File: config.mk
export PLATFORM = sky130hd
export DESIGN_NAME = edst_array
export DESIGN_NICKNAME = d
export VERILOG_FILES = /design/src/rtl/edst_pkg.sv /design/src/rtl/edst_feed.sv /design/src/rtl/edst_pe.sv /design/src/rtl/edst_drain.sv /design/src/rtl/edst_array.sv
export SDC_FILE = /design/constraint.sdc
export NUM_CORES = 1
export LEC_CHECK = 0
export BUFFER_PORTS_ARGS = -buffer_cell sky130_fd_sc_hd__buf_2
export CORE_ASPECT_RATIO = 1.1
export CORE_UTILIZATION = 45
export CTS_CLUSTER_SIZE = 28
export DETAILED_ROUTE_END_ITERATION = 10
export PLACE_DENSITY = 0.61
export SLEW_MARGIN = 5
export SYNTH_ARGS = -nofsm -noshare
export SYNTH_HDL_FRONTEND = slang
export SYNTH_SLANG_ARGS = --single-unit
File: constraint.sdc
create_clock -name clk -period 17.95 [get_ports clk]
set_input_delay 1.795 -clock clk [delete_from_list [all_inputs] [get_ports clk]]
set_output_delay 1.795 -clock clk [all_outputs]
set_load 0.01 [all_outputs]
File: src/rtl/edst_pkg.sv
package edst_pkg;

   typedef logic [1:0] base_t;

   localparam base_t BASE_A = 2'b00;
   localparam base_t BASE_C = 2'b01;
   localparam base_t BASE_G = 2'b10;
   localparam base_t BASE_T = 2'b11;

   localparam logic [1:0] COST_MATCH    = 2'd0;
   localparam logic [1:0] COST_GAP      = 2'd1;
   localparam logic [1:0] COST_MISMATCH = 2'd2;

   function automatic int unsigned max_of(input int unsigned a, input int unsigned b);
      return (a > b) ? a : b;
   endfunction

endpackage

File: src/rtl/edst_feed.sv
module edst_feed
   import edst_pkg::*;
#(
   parameter int SCORE_W = 10
)(
   input  logic               clk,
   input  logic               rst_n,
   input  logic               en,
   input  logic               in_valid,
   input  logic               in_start,
   output logic [SCORE_W-1:0] col_up
);

   logic [SCORE_W-1:0] col_q;
   logic [SCORE_W:0]   col_inc;

   always_comb begin
      col_inc = {1'b0, col_q} + {{SCORE_W{1'b0}}, 1'b1};
      if (in_start)
         col_up = {{(SCORE_W-1){1'b0}}, 1'b1};
      else if (col_inc[SCORE_W])
         col_up = '1;
      else
         col_up = col_inc[SCORE_W-1:0];
   end

   always_ff @(posedge clk or negedge rst_n) begin
      if (!rst_n)
         col_q <= '0;
      else if (en && in_valid)
         col_q <= col_up;
   end

   p_col_restart_r3: assert property (@(posedge clk) disable iff (!rst_n)
      (en && in_valid && in_start) |=> (col_q == {{(SCORE_W-1){1'b0}}, 1'b1}));

endmodule

File: src/rtl/edst_pe.sv
module edst_pe
   import edst_pkg::*;
#(
   parameter int         SCORE_W = 10,
   parameter int         ROW     = 1,
   parameter logic [1:0] QBASE   = 2'b00
)(
   input  logic               clk,
   input  logic               rst_n,
   input  logic               en,
   input  logic               i_valid,
   input  logic [1:0]         i_base,
   input  logic               i_start,
   input  logic               i_last,
   input  logic [SCORE_W-1:0] i_up,
   output logic               o_valid,
   output logic [1:0]         o_base,
   output logic               o_start,
   output logic               o_last,
   output logic [SCORE_W-1:0] o_score
);

   localparam longint MAXV = (longint'(1) << SCORE_W) - 1;
   localparam logic [SCORE_W-1:0] BND_ROW  =
      SCORE_W'((longint'(ROW) > MAXV) ? MAXV : longint'(ROW));
   localparam logic [SCORE_W-1:0] BND_DIAG =
      SCORE_W'((longint'(ROW - 1) > MAXV) ? MAXV : longint'(ROW - 1));
   localparam logic [SCORE_W-1:0] BND_NEXT =
      SCORE_W'((longint'(ROW + 1) > MAXV) ? MAXV : longint'(ROW + 1));
   localparam logic [SCORE_W:0] ONE_X = {{SCORE_W{1'b0}}, 1'b1};

   function automatic logic [SCORE_W-1:0] sat_add(input logic [SCORE_W-1:0] a,
                                                  input logic [1:0] c);
      logic [SCORE_W+1:0] s;
      s = {2'b00, a} + {{SCORE_W{1'b0}}, c};
      return (s > {2'b00, {SCORE_W{1'b1}}}) ? '1 : s[SCORE_W-1:0];
   endfunction

   logic               v_q, s_q, l_q;
   logic [1:0]         b_q;
   logic [SCORE_W-1:0] score_q, upprev_q;

   logic [SCORE_W-1:0] left_v, diag_v, cand_d, cand_u, cand_l, best;
   logic [1:0]         sub_cost;

   always_comb begin
      left_v   = i_start ? BND_ROW  : score_q;
      diag_v   = i_start ? BND_DIAG : upprev_q;
      sub_cost = (i_base == QBASE) ? COST_MATCH : COST_MISMATCH;
      cand_d   = sat_add(diag_v, sub_cost);
      cand_u   = sat_add(i_up,   COST_GAP);
      cand_l   = sat_add(left_v, COST_GAP);
      best     = cand_d;
      if (cand_u < best) best = cand_u;
      if (cand_l < best) best = cand_l;
   end

   always_ff @(posedge clk or negedge rst_n) begin
      if (!rst_n) begin
         v_q      <= 1'b0;
         b_q      <= '0;
         s_q      <= 1'b0;
         l_q      <= 1'b0;
         score_q  <= BND_ROW;
         upprev_q <= BND_DIAG;
      end else if (en) begin
         v_q <= i_valid;
         if (i_valid) begin
            b_q      <= i_base;
            s_q      <= i_start;
            l_q      <= i_last;
            score_q  <= best;
            upprev_q <= i_up;
         end
      end
   end

   assign o_valid = v_q;
   assign o_base  = b_q;
   assign o_start = s_q;
   assign o_last  = l_q;
   assign o_score = score_q;

   // neighbouring cells along a row differ by at most one
   p_row_step_r1: assert property (@(posedge clk) disable iff (!rst_n)
      (en && i_valid && !i_start) |=>
         (({1'b0, score_q} <= {1'b0, $past(score_q)} + ONE_X) &&
          ({1'b0, $past(score_q)} <= {1'b0, score_q} + ONE_X)));

   // a cell and the cell above it differ by at most one
   p_col_step_r1: assert property (@(posedge clk) disable iff (!rst_n)
      (en && i_valid) |=>
         (({1'b0, score_q} <= {1'b0, $past(i_up)} + ONE_X) &&
          ({1'b0, $past(i_up)} <= {1'b0, score_q} + ONE_X)));

   // the first column after a restart lies next to the border value
   p_first_col_r2: assert property (@(posedge clk) disable iff (!rst_n)
      (en && i_valid && i_start) |=>
         ((score_q >= BND_DIAG) && (score_q <= BND_NEXT)));

   // a frozen chain keeps every register
   p_hold_r6: assert property (@(posedge clk) disable iff (!rst_n)
      !en |=> ($stable(score_q) && $stable(v_q) && $stable(upprev_q) && $stable(l_q)));

endmodule

File: src/rtl/edst_drain.sv
module edst_drain
   import edst_pkg::*;
#(
   parameter int SCORE_W = 10
)(
   input  logic               clk,
   input  logic               rst_n,
   input  logic               tail_valid,
   input  logic               tail_last,
   input  logic [SCORE_W-1:0] tail_score,
   input  logic               res_full,
   output logic               res_wr,
   output logic [SCORE_W-1:0] res_dist
);

   assign res_wr   = tail_valid & tail_last & ~res_full;
   assign res_dist = tail_score;

   // the presented distance does not move while the FIFO is full
   p_full_hold_r6: assert property (@(posedge clk) disable iff (!rst_n)
      res_full |=> ($stable(res_dist) && $stable(tail_valid) && $stable(tail_last)));

   // a write is only ever issued for a sequence-ending base
   p_write_last_r4: assert property (@(posedge clk) disable iff (!rst_n)
      res_wr |-> (tail_last && !res_full));

endmodule

File: src/rtl/edst_array.sv
module edst_array
   import edst_pkg::*;
#(
   parameter int                N_PE       = 8,
   parameter logic [2*N_PE-1:0] QUERY      = '0,
   parameter int                DB_MAX_LEN = 256,
   parameter int                SCORE_W    = $clog2(2 * max_of(N_PE, DB_MAX_LEN) + 1)
)(
   input  logic               clk,
   input  logic               rst_n,
   input  logic               in_valid,
   output logic               in_ready,
   input  logic [1:0]         in_base,
   input  logic               in_start,
   input  logic               in_last,
   input  logic               res_full,
   output logic               res_wr,
   output logic [SCORE_W-1:0] res_dist
);

   localparam int NODES = N_PE + 1;

   if (N_PE < 1) begin : g_bad_len
      $error("edst_array: N_PE must be at least 1");
   end
   if (SCORE_W < 2 || SCORE_W > 30) begin : g_bad_w
      $error("edst_array: SCORE_W must lie in 2..30");
   end
   if (DB_MAX_LEN < 1) begin : g_bad_db
      $error("edst_array: DB_MAX_LEN must be at least 1");
   end

   logic en;
   assign en       = ~res_full;
   assign in_ready = en;

   logic [NODES-1:0]   n_valid, n_start, n_last;
   logic [1:0]         n_base  [NODES];
   logic [SCORE_W-1:0] n_score [NODES];

   edst_feed #(.SCORE_W(SCORE_W)) u_feed (
      .clk      (clk),
      .rst_n    (rst_n),
      .en       (en),
      .in_valid (in_valid),
      .in_start (in_start),
      .col_up   (n_score[0])
   );

   assign n_valid[0] = in_valid;
   assign n_start[0] = in_start;
   assign n_last[0]  = in_last;
   assign n_base[0]  = in_base;

   for (genvar k = 0; k < N_PE; k++) begin : g_pe
      edst_pe #(
         .SCORE_W (SCORE_W),
         .ROW     (k + 1),
         .QBASE   (QUERY[2*k +: 2])
      ) u_pe (
         .clk     (clk),
         .rst_n   (rst_n),
         .en      (en),
         .i_valid (n_valid[k]),
         .i_base  (n_base[k]),
         .i_start (n_start[k]),
         .i_last  (n_last[k]),
         .i_up    (n_score[k]),
         .o_valid (n_valid[k+1]),
         .o_base  (n_base[k+1]),
         .o_start (n_start[k+1]),
         .o_last  (n_last[k+1]),
         .o_score (n_score[k+1])
      );
   end

   edst_drain #(.SCORE_W(SCORE_W)) u_drain (
      .clk        (clk),
      .rst_n      (rst_n),
      .tail_valid (n_valid[N_PE]),
      .tail_last  (n_last[N_PE]),
      .tail_score (n_score[N_PE]),
      .res_full   (res_full),
      .res_wr     (res_wr),
      .res_dist   (res_dist)
   );

   // back-pressure blocks the input side
   p_ready_r6: assert property (@(posedge clk) disable iff (!rst_n)
      res_full |-> !in_ready);

endmodule

==> results of run 1 <==
-- final timing paths --
kind                                            end  depth (start not counted)                     start
max                         g_pe[0].u_pe.o_score[9]                         24                  in_start
min                        g_pe[2].u_pe.upprev_q[1]                          2  g_pe[2].u_pe.upprev_q[1]
max reg2reg                 g_pe[0].u_pe.o_score[9]                         26           u_feed.col_q[1]
min reg2reg                g_pe[2].u_pe.upprev_q[1]                          2  g_pe[2].u_pe.upprev_q[1]
max in group asynchronous   g_pe[2].u_pe.o_score[9]                          2                     rst_n
min in group asynchronous  g_pe[6].u_pe.upprev_q[9]                          1                     rst_n
-- worst min-delay path: stages (launching register included) --
cell and delay [ns]:
dfstp_2 0.37, nand2_1 0.05, nand2_1 0.04
-- placed cells by master (no fill, tap or decap), drive strengths merged, types with 17 or more instances in the layout --
master	netlist	routed
mux2i	52	52
o211ai	22	22
o21ai	143	143
dfstp	25	25
mux2	71	71
ha	177	177
a21o	30	30
dfrtp	172	172
a31oi	20	20
inv	81	88
and3	43	43
nand3	113	113
nor2b	45	45
nand2b	27	27
or2	33	33
xnor2	32	32
clkbuf	77	20
xor2	50	50
nand2	364	364
nor2	160	160
nand4	58	58
a211oi	17	17
o311ai	17	17
and2	33	33
nor3	63	63
buf	45	34
a21oi	109	109
-- Yosys cell counts, types with 13 or more instances --
cell | count | share of area (%)
o311ai_0 | 14 | 0.67
and4_1 | 14 | 0.67
inv_1 | 80 | 1.6
mux2i_1 | 52 | 2.8
buf_2 | 21 | 0.57
a211o_1 | 13 | 0.62
a211oi_1 | 16 | 0.65
ha_1 | 177 | 12
mux2_2 | 69 | 4.2
nor3_1 | 60 | 1.6
dfrtp_1 | 172 | 23
or2_2 | 31 | 1.1
or3_1 | 13 | 0.44
and3_1 | 43 | 1.5
buf_4 | 14 | 0.57
nand2_1 | 363 | 7.4
clkbuf_1 | 74 | 1.5
a21oi_1 | 109 | 3.0
o21ai_0 | 134 | 3.7
a21o_1 | 30 | 1.2
nand4_1 | 54 | 1.8
xor2_1 | 50 | 2.4
xnor2_1 | 32 | 1.5
nand3_1 | 113 | 3.1
dfstp_2 | 25 | 3.6
nand2b_1 | 27 | 0.92
nor2_1 | 160 | 3.3
and2_1 | 32 | 1.1
nor2b_1 | 45 | 1.5
a31oi_1 | 20 | 0.68
-- cells by family after synthesis --
logic type               Yosys count  share of synthesized area [%]
AND/OR/NAND/NOR                 1016                          27.59
AO/OA/AOI/OAI                    475                          17.47
XOR/XNOR                          82                          3.912
multiplexers                     123                          7.190
adder cells (fa/ha/maj)          177                          12.06
flip-flops                       197                          27.02
buffers and inverters            204                          4.743
-- stage by stage --
stage | power (uW) | cell area, sq um | std cells
after floorplan | 3131 | 18360 | 2274
after global placement | 3726 | 18670 | 2699
after detailed placement | 3781 | 18670 | 2699
after CTS | 4212 | 19260 | 2731
after global routing | 4671 | 19260 | 2731
final | 4208 | 19260 | 2731
-- area by class of cell --
| type | instances | area, sq um | share of cell area [%] |
|---|---|---|---|
| multi-input combinational | 1873 | 12540 | 65.11 |
| sequential | 197 | 4961 | 25.76 |
| tap | 513 | 641.9 | 3.333 |
| clock buffer | 20 | 456.7 | 2.372 |
| inverter | 82 | 307.8 | 1.598 |
| timing repair buffer | 34 | 217.7 | 1.131 |
| clock inverter | 12 | 133.9 | 0.6953 |
-- layer usage --
metal | vias up | part of all wire (%)
met5 | - | 0.023
met4 | 2 | 1.6
met3 | 54 | 4.0
met2 | 333 | 48
met1 | 7726 | 47
li1 | 8053 | -
-- registers in the layout, indices dropped and copies added, names as in the netlist --
name and count:
g_pe.u_pe.o_last 8, g_pe.u_pe.upprev_q 70, g_pe.u_pe.o_base 14, u_feed.col_q 10
g_pe.u_pe.o_score 80, g_pe.u_pe.o_valid 8, g_pe.u_pe.o_start 7
-- power by group --
group	internal [uW]	leakage, uW	switching [uW]
combinational	1220	0.00616	1720
sequential	617	0.00252	254
clock	205	0.000292	195
==> impl_metrics.tcl, run 1 <==
set metrics [dict create \
    start_kind "input pin" \
    dp.final_hpwl_mm 35.40 \
    grt-busiest-layer "met2" \
    ios 20 \
    max_cap_violations 0 \
    firstDrtPassIters 5 \
    htree_levels 4 \
    antenna_cells 0 \
    path_delay_family "compound AO/OA/AOI/OAI gates" \
    vias_per_cell 5.920 \
    grtUsageTotal_pct 23.50 \
    die_area_sq_um 41610 \
    fin_nets 2390 \
    grt_first_pass_wirelength_mm 80.03 \
    worst_slew_pin_slew_ns 1.136 \
    post_cts_resized 0 \
    dp_slack_ns 9.314 \
    worst_ir_drop_vdd_mv 0.1463 \
    clk_latency_ns 0.46 \
    postLayoutSetupSlackWorst_ns 9.708 \
    num_rows 77 \
    die_w_microns 194.6 \
    postRouteAntennaNets 0 \
    port_buffers 19 \
    clockRootBuffer "clkbuf_16" \
    cts_made_buffers 17 \
    ys_seq_area_share_pct 27.02 \
    slowest_delay_ns 0.67 \
    grtUsageMet3_pct 3.444 \
    async_flop_share_pct 100.0 \
    crit_path_end_kind "flop" \
    cts.sinks 197 \
    synth_area_sq_um 18360 \
    crit_path_cell_trace "buf_2 > nor2_1 > nand2_1 > ha_1 > inv_1 > a311oi_4 > o21ai_2 > or3_4 > o21ai_0 > ha_1 > nand2_1 > nor4_1 > o21ai_0 > o21ai_0 > or2_1 > mux2_1 > ha_1 > a21o_1 > a21oi_1 > o21ai_0 > a211oi_1 > o311a_1 > nand2b_1 > o211ai_2" \
    critPathArrivalTime_ns 8.58 \
    crit_slowest_cell "o21ai_0" \
    avgRoutedWirePerCell_microns 17.35 \
    wl_mm 47.38 \
    rrSetupSlack_ns 9.83 \
    cp.required_ns 18.29 \
    gr-total-overflow 0 \
    setup-tns-final_ns 0 \
    power_density_nw_per_um2 218.5 \
    start_util_pct 45.70 \
    place_congestion 0.8729 \
    clk_pin_slew_ns 0.08 \
    postCtsHoldBufs 0 \
    maxSlewHeadroom_pct 23.92 \
    crit_buf_inv 2 \
    synth_edf_count 0 \
    ys_types 95 \
    postLayoutCoreUtil_pct 47.93 \
    setup.worst_path.class "input pin to flop" \
    timing.fmax_mhz 121.3 \
    final_max_slew_viol_count 0 \
    syn_nets 2459 \
    fin_crit_sh_pct 45.92 \
    clockBufferDepth 2 \
    ys_ff_latch 197 \
    status "completed" \
    hold_path.class "flop to flop" \
    cts_tree "yes" \
    areaGrowthSynthToFinish_pct 4.887 \
    die_y_microns 213.8 \
    coreArea_sq_um 40170 \
    grt_pass1_vias 15524 \
    grt_max_degree 80 \
    rsz0062_at_grt "no" \
    drt_iter0_markers 892 \
    drive_gt1_share_pct 10.60 \
    num_vias 16168 \
    skew_ns 0.01229 \
    fillers 3935 \
    setup_viol 0 \
    syn-instance-count 2274 \
    p_leak_uw 0.008972 \
    grtUsageMet2_pct 40.24 \
    hold_viol 0 \
    cts_setup_buffers 0 \
    path_common_cell "o21ai_0" \
    yosysWarnings 0 \
    antenna_found_initial 1 \
    grtUsageMet1_pct 30.97 \
    drc 0 \
    period_needed_ns 8.242 \
    syn_area_per_cell_sq_um 8.073 \
    synth_flop_cell "dfrtp_1" \
    fin_hold_ws_ns 0.4586 \
    crit_fanout 30 \
]
Note: power is estimated with default switching activity, not from simulation.
==> run 2: changes to the inputs <==
==> constraint.sdc (replaced) <==
create_clock -name clk -period 7.7 [get_ports clk]
set_input_delay 0.77 -clock clk [delete_from_list [all_inputs] [get_ports clk]]
set_output_delay 0.77 -clock clk [all_outputs]
set_load 0.01 [all_outputs]
==> run 2 against run 1 <==
Compared with the run above: hold slack worse by 0.24 ns; setup slack worse by 9.2 ns; combinational power up 130%; clock-buffer cell count down 1; non-clock buffer count up 8; sequential power up 130%; critical endpoint is now g_pe[0].u_pe.o_score[6]; via count down 0.26%; first-iteration DRC count down 2.6%; sequential cell count unchanged; power up 130%; core utilization up 0.12 points; design area up 0.24%.
==> impl_metrics.tcl, run 2 (synthesis results as in run 1) <==
set metrics [dict create \
    period_needed_ns 7.145 \
    fin_cells 2739 \
    r2r_end "g_pe[0].u_pe.o_score[6]" \
    cts_made_buffers 17 \
    clockRootBuffer "clkbuf_16" \
    post_cts_resized 0 \
    grt_pass1_vias 15510 \
    ios 20 \
    vias_per_cell 5.888 \
    start_kind "flop" \
    p_comb_share_pct 69.9 \
    crit_path_end_kind "flop" \
    fin_nets 2398 \
    maxSlewHeadroom_pct 24.61 \
    rsz0062_at_grt "no" \
    clk_pin_slew_ns 0.07 \
    rrSetupSlack_ns 0.56 \
    final_cell_mix "363 x nand2_1, 177 x ha_1, 172 x dfrtp_1, 160 x nor2_1, 134 x o21ai_0" \
    fillers 3910 \
    wl_mm 47.23 \
    status "completed" \
    drt_iter0_markers 869 \
    fin_crit_sh_pct 92.79 \
    p_leak_uw 0.009005 \
    power_density_nw_per_um2 508.1 \
    port_buffers 19 \
    postCtsHoldBufs 0 \
    setup.worst_path.class "flop to flop" \
    die_w_microns 194.6 \
    num_rows 77 \
    place_congestion 0.8763 \
    crit_fanout 13 \
    hold_viol 0 \
    p_clk_share_pct 9.4 \
    final_max_slew_viol_count 0 \
    grt_first_pass_wirelength_mm 79.03 \
    p_seq_share_pct 20.7 \
    drc 0 \
    postRouteAntennaNets 0 \
    cts.sinks 197 \
    r2r_cells 25 \
    setup-tns-final_ns 0 \
    skew_ns 0.01062 \
    avgRoutedWirePerCell_microns 17.24 \
    critPathArrivalTime_ns 7.50 \
    start_util_pct 45.70 \
    reg2reg_from "u_feed.col_q[4]" \
    clockBufferDepth 2 \
    cp.required_ns 8.06 \
    timing.fmax_mhz 140.0 \
    largest_reg_flops 80 \
    htree_levels 4 \
    gr-total-overflow 0 \
    setup_viol 0 \
    final_common_cell "nand2_1" \
    drive_gt1_share_pct 10.92 \
    clk_latency_ns 0.49 \
    die_y_microns 213.8 \
    grtUsageTotal_pct 23.48 \
    worst_ir_drop_vdd_mv 0.4485 \
    num_vias 16126 \
    grt_max_degree 80 \
    areaGrowthSynthToFinish_pct 5.139 \
    antenna_cells 0 \
    max_cap_violations 0 \
    place_inst 2707 \
    cts_setup_buffers 0 \
    power_switching_uw 5051 \
    dp.final_hpwl_mm 35.51 \
    switching_share_pct 51.50 \
    worst_slew_pin_slew_ns 1.126 \
    firstDrtPassIters 5 \
    die_area_sq_um 41610 \
    hold_path.class "input pin to async pin" \
    coreArea_sq_um 40170 \
    p_int_uw 4757 \
    antenna_found_initial 1 \
    cts_tree "yes" \
]
[run 2: layer usage]
layer / up-vias / share of wire [%] / track usage (%) / routed length (microns)
met4: 2 / 2.3 / 8.758 / 1095
met3: 66 / 3.6 / 3.869 / 1719
met2: 252 / 47 / 39.28 / 22310
li1: 8075 / - / - / -
met1: 7731 / 47 / 30.50 / 22100
met5: - / 0.028 / 0 / 13
[run 2: area by class of cell]
class	count	area, sq um	area share (%)
multi-input cells	1873	12540	64.95
inverters	82	307.8	1.595
repair buffers	42	277.8	1.439
well taps	513	641.9	3.325
clock buffers	19	442.9	2.295
flip-flops and latches	197	4961	25.70
clock inverters	13	133.9	0.6936
[run 2: per-stage QoR]
step           utilization [%]  total power [uW]  hold slack, ns  instance area [sq um]  worst slack (ns)
6_report                 48.05              9808          0.2144                  19300            0.5551
5_1_grt                  48.05             10870          0.2428                  19300           0.01014
4_1_cts                  48.05              9840          0.2068                  19300            0.5483
3_5_place_dp             46.61              8856          0.4462                  18730            0.6344
3_3_place_gp             46.61              8721          0.4476                  18730            0.7552
2_1_floorplan                -              7298          0.4331                  18360             1.303
[run 2: worst max-delay path by stage]
stage / startpoint / end / slack, ns / cells after the start
2_1_floorplan: in_start / g_pe[0].u_pe.o_score[8] / 1.30 / 29
3_3_place_gp: u_feed.col_q[4] / g_pe[0].u_pe.o_score[3] / 0.76 / 25
3_5_place_dp: u_feed.col_q[4] / g_pe[0].u_pe.o_score[7] / 0.63 / 25
4_1_cts: u_feed.col_q[4] / g_pe[0].u_pe.o_score[6] / 0.55 / 25
5_1_grt: u_feed.col_q[4] / g_pe[0].u_pe.o_score[6] / 0.01 / 26
6_report: u_feed.col_q[4] / g_pe[0].u_pe.o_score[6] / 0.56 / 25
[run 2: worst max-delay path, stage by stage, from the launching register on]
cell,delay (ns)
dfrtp_1,0.63
nand4_2,0.24
or3_1,0.52
nand2_1,0.17
ha_1,0.20
inv_1,0.08
a311oi_4,0.31
o21ai_2,0.20
or3_4,0.47
o21ai_0,0.14
ha_1,0.20
nand2_1,0.07
nor4_1,0.31
o21ai_0,0.23
or3_4,0.38
nor3_4,0.21
or2_1,0.37
mux2_1,0.40
ha_1,0.30
a21o_1,0.15
a21oi_1,0.14
o21ai_0,0.15
a211oi_1,0.28
o311a_1,0.22
nand2b_1,0.50
o211ai_2,0.13
[run 2: power by group through the flow]
stage          sequential [uW]  clock [uW]  combinational (uW)
5_1_grt                   2110         980                7780
2_1_floorplan             1740           0                5560
3_5_place_dp              2040           0                6810
3_3_place_gp              2030           0                6690
6_report                  2030         920                6860
4_1_cts                   2030         951                6860
==> run 3: changes to the inputs <==
--- a/config.mk
+++ b/config.mk
@@ -7,10 +7,11 @@
 export LEC_CHECK = 0
 export BUFFER_PORTS_ARGS = -buffer_cell sky130_fd_sc_hd__buf_2
 export CORE_ASPECT_RATIO = 1.1
-export CORE_UTILIZATION = 45
+export CORE_MARGIN = 2
+export CORE_UTILIZATION = 65
 export CTS_CLUSTER_SIZE = 28
 export DETAILED_ROUTE_END_ITERATION = 10
-export PLACE_DENSITY = 0.61
+export PLACE_DENSITY = 0.83
 export SLEW_MARGIN = 5
 export SYNTH_ARGS = -nofsm -noshare
 export SYNTH_HDL_FRONTEND = slang
==> constraint.sdc (replaced) <==
create_clock -name clk -period 7.8 [get_ports clk]
set_input_delay 0.78 -clock clk [delete_from_list [all_inputs] [get_ports clk]]
set_output_delay 0.78 -clock clk [all_outputs]
set_load 0.01 [all_outputs]
==> run 3 against run 2 <==
Compared with the run above: clock skew increased by 0.0046 ns; die area is 29% lower; first-iteration DRC count is 41% higher; global-route usage grew 7.6 points; sequential cell count stayed put; core utilization rose by 21 points; register-to-register slack improved by 0.14 ns; hold slack better by 0.12 ns; final cell count is 5.7% lower; sequential share of layout area increased by 0.26 points; non-clock buffer count is 5 lower.
==> impl_metrics.tcl, run 3 (synthesis results as in run 1) <==
set metrics [dict create \
    drt_iter0_markers 1227 \
    die_y_microns 180.3 \
    cts.sinks 197 \
    cp.required_ns 8.13 \
    slowest_delay_ns 0.63 \
    antenna_found_initial 0 \
    crit_path_end_kind "flop" \
    start_util_pct 66.07 \
    crit_buf_inv 2 \
    avgRoutedWirePerCell_microns 17.73 \
    r2r_end "g_pe[0].u_pe.o_score[8]" \
    final_max_slew_viol_count 0 \
    maxSlewHeadroom_pct 23.65 \
    cts_tree "yes" \
    cp-startpoint "u_feed.col_q[3]" \
    timing.fmax_mhz 140.7 \
    cts_made_buffers 17 \
    crit_path_end "g_pe[0].u_pe.o_score[8]" \
    grtUsageMet3_pct 4.028 \
    grtUsageMet2_pct 52.64 \
    final_cell_mix "363 x nand2_1, 177 x ha_1, 172 x dfrtp_1, 160 x nor2_1, 134 x o21ai_0" \
    grt_max_degree 83 \
    grt_pass1_vias 15686 \
    postLayoutCoreUtil_pct 68.76 \
    setup_viol 0 \
    place_congestion 0.9210 \
    wl_mm 45.82 \
    firstDrtPassIters 8 \
    dp.final_hpwl_mm 34.02 \
    areaGrowthSynthToFinish_pct 4.069 \
    drive_gt1_share_pct 10.76 \
    port_buffers 19 \
    clockRootBuffer "clkbuf_16" \
    crit_fanout 15 \
    status "completed" \
    fin_nets 2393 \
    crit_slowest_cell "dfrtp_1" \
    post_cts_resized 0 \
    grt_first_pass_wirelength_mm 76.34 \
    critPathArrivalTime_ns 7.44 \
    hold_viol 0 \
    max_cap_violations 0 \
    postCtsHoldBufs 0 \
    drc 0 \
    setup.worst_path.class "flop to flop" \
    fillers 2239 \
    cts_setup_buffers 0 \
    antenna_cells 0 \
    coreArea_sq_um 27790 \
    skew_ns 0.01520 \
    hold_path.class "input pin to async pin" \
    die_area_sq_um 29610 \
    gr-total-overflow 0 \
    rsz0062_at_grt "no" \
    htree_levels 4 \
    grtUsageTotal_pct 31.06 \
    setup-tns-final_ns 0 \
    die_w_microns 164.2 \
    ios 20 \
    clk_latency_ns 0.46 \
    period_needed_ns 7.109 \
    postRouteAntennaNets 0 \
    largest_reg_flops 80 \
    num_vias 16778 \
    rrSetupSlack_ns 0.69 \
    vias_per_cell 6.493 \
    path_delay_family "simple AND/OR/NAND/NOR gates" \
    start_kind "flop" \
    clockBufferDepth 2 \
    clk_pin_slew_ns 0.09 \
    final_common_cell "nand2_1" \
    grt-busiest-layer "met2" \
    postPlaceCellArea_sq_um 18510 \
    reg2reg_from "u_feed.col_q[3]" \
    grtUsageMet1_pct 40.88 \
    cp.depth 26 \
    worst_slew_pin_slew_ns 1.140 \
    num_rows 64 \
    r2r_cells 26 \
    fin_crit_sh_pct 91.14 \
    fin_area_sq_um 19110 \
]
[run 3: worst min-delay path by stage]
stage	start	end	slack [ns]	cells after the start
global placement	g_pe[2].u_pe.upprev_q[1]	g_pe[2].u_pe.upprev_q[1]	0.45	2
detailed placement	g_pe[2].u_pe.upprev_q[1]	g_pe[2].u_pe.upprev_q[1]	0.45	2
CTS	rst_n	g_pe[5].u_pe.o_score[0]	0.38	1
finish	rst_n	g_pe[5].u_pe.o_score[0]	0.33	1
floorplan	g_pe[3].u_pe.o_last	g_pe[4].u_pe.o_last	0.43	2
global route	rst_n	g_pe[5].u_pe.o_score[0]	0.40	1
[run 3: area by class of cell]
class                      count  area (sq um)  area share, %
timing repair buffer          37         251.5          1.316
clock inverter                15         168.9         0.8841
multi-input combinational   1873         12540          65.62
tap                          363         454.2          2.377
inverter                      82         307.8          1.611
sequential                   197          4961          25.97
clock buffer                  17         425.4          2.227
[run 3: metal layers]
layer  share of wire [%]  vias to the layer above  routed length (microns)
li1                    -                     8076                        -
met1                  44                     8118                    19980
met2                  49                      492                    22480
met3                 4.9                       92                     2254
met4                 2.4                        0                     1105
met5                   0                        -                        0
[run 3: through the flow]
step           worst slack, ns  hold WS [ns]  std cells
2_1_floorplan            1.393        0.4331       2274
3_3_place_gp            0.8982        0.4475       2552
3_5_place_dp            0.7617        0.4490       2552
4_1_cts                 0.7116        0.3820       2584
5_1_grt                0.09029        0.4008       2584
6_report                0.6911        0.3326       2584
[run 3: worst register-to-register path, stage by stage (launching register included)]
cell	delay, ns
dfrtp_1	0.63
nand4_2	0.26
or3_1	0.51
nand2_1	0.17
ha_1	0.20
inv_1	0.08
a311oi_4	0.31
o21ai_2	0.20
or3_4	0.48
o21ai_0	0.17
ha_1	0.21
nand2_1	0.07
nor4_1	0.30
o21ai_0	0.22
or3_4	0.37
nor3_4	0.21
or2_1	0.37
mux2_1	0.41
ha_1	0.30
a21o_1	0.16
a21oi_1	0.15
o21ai_0	0.15
a211oi_1	0.29
o311a_1	0.25
nand2b_1	0.25
buf_12	0.17
o211ai_2	0.08
Power of run 3 is not shown: default switching activity piles up to over one toggle a cycle in this logic, so the estimate is an artifact.
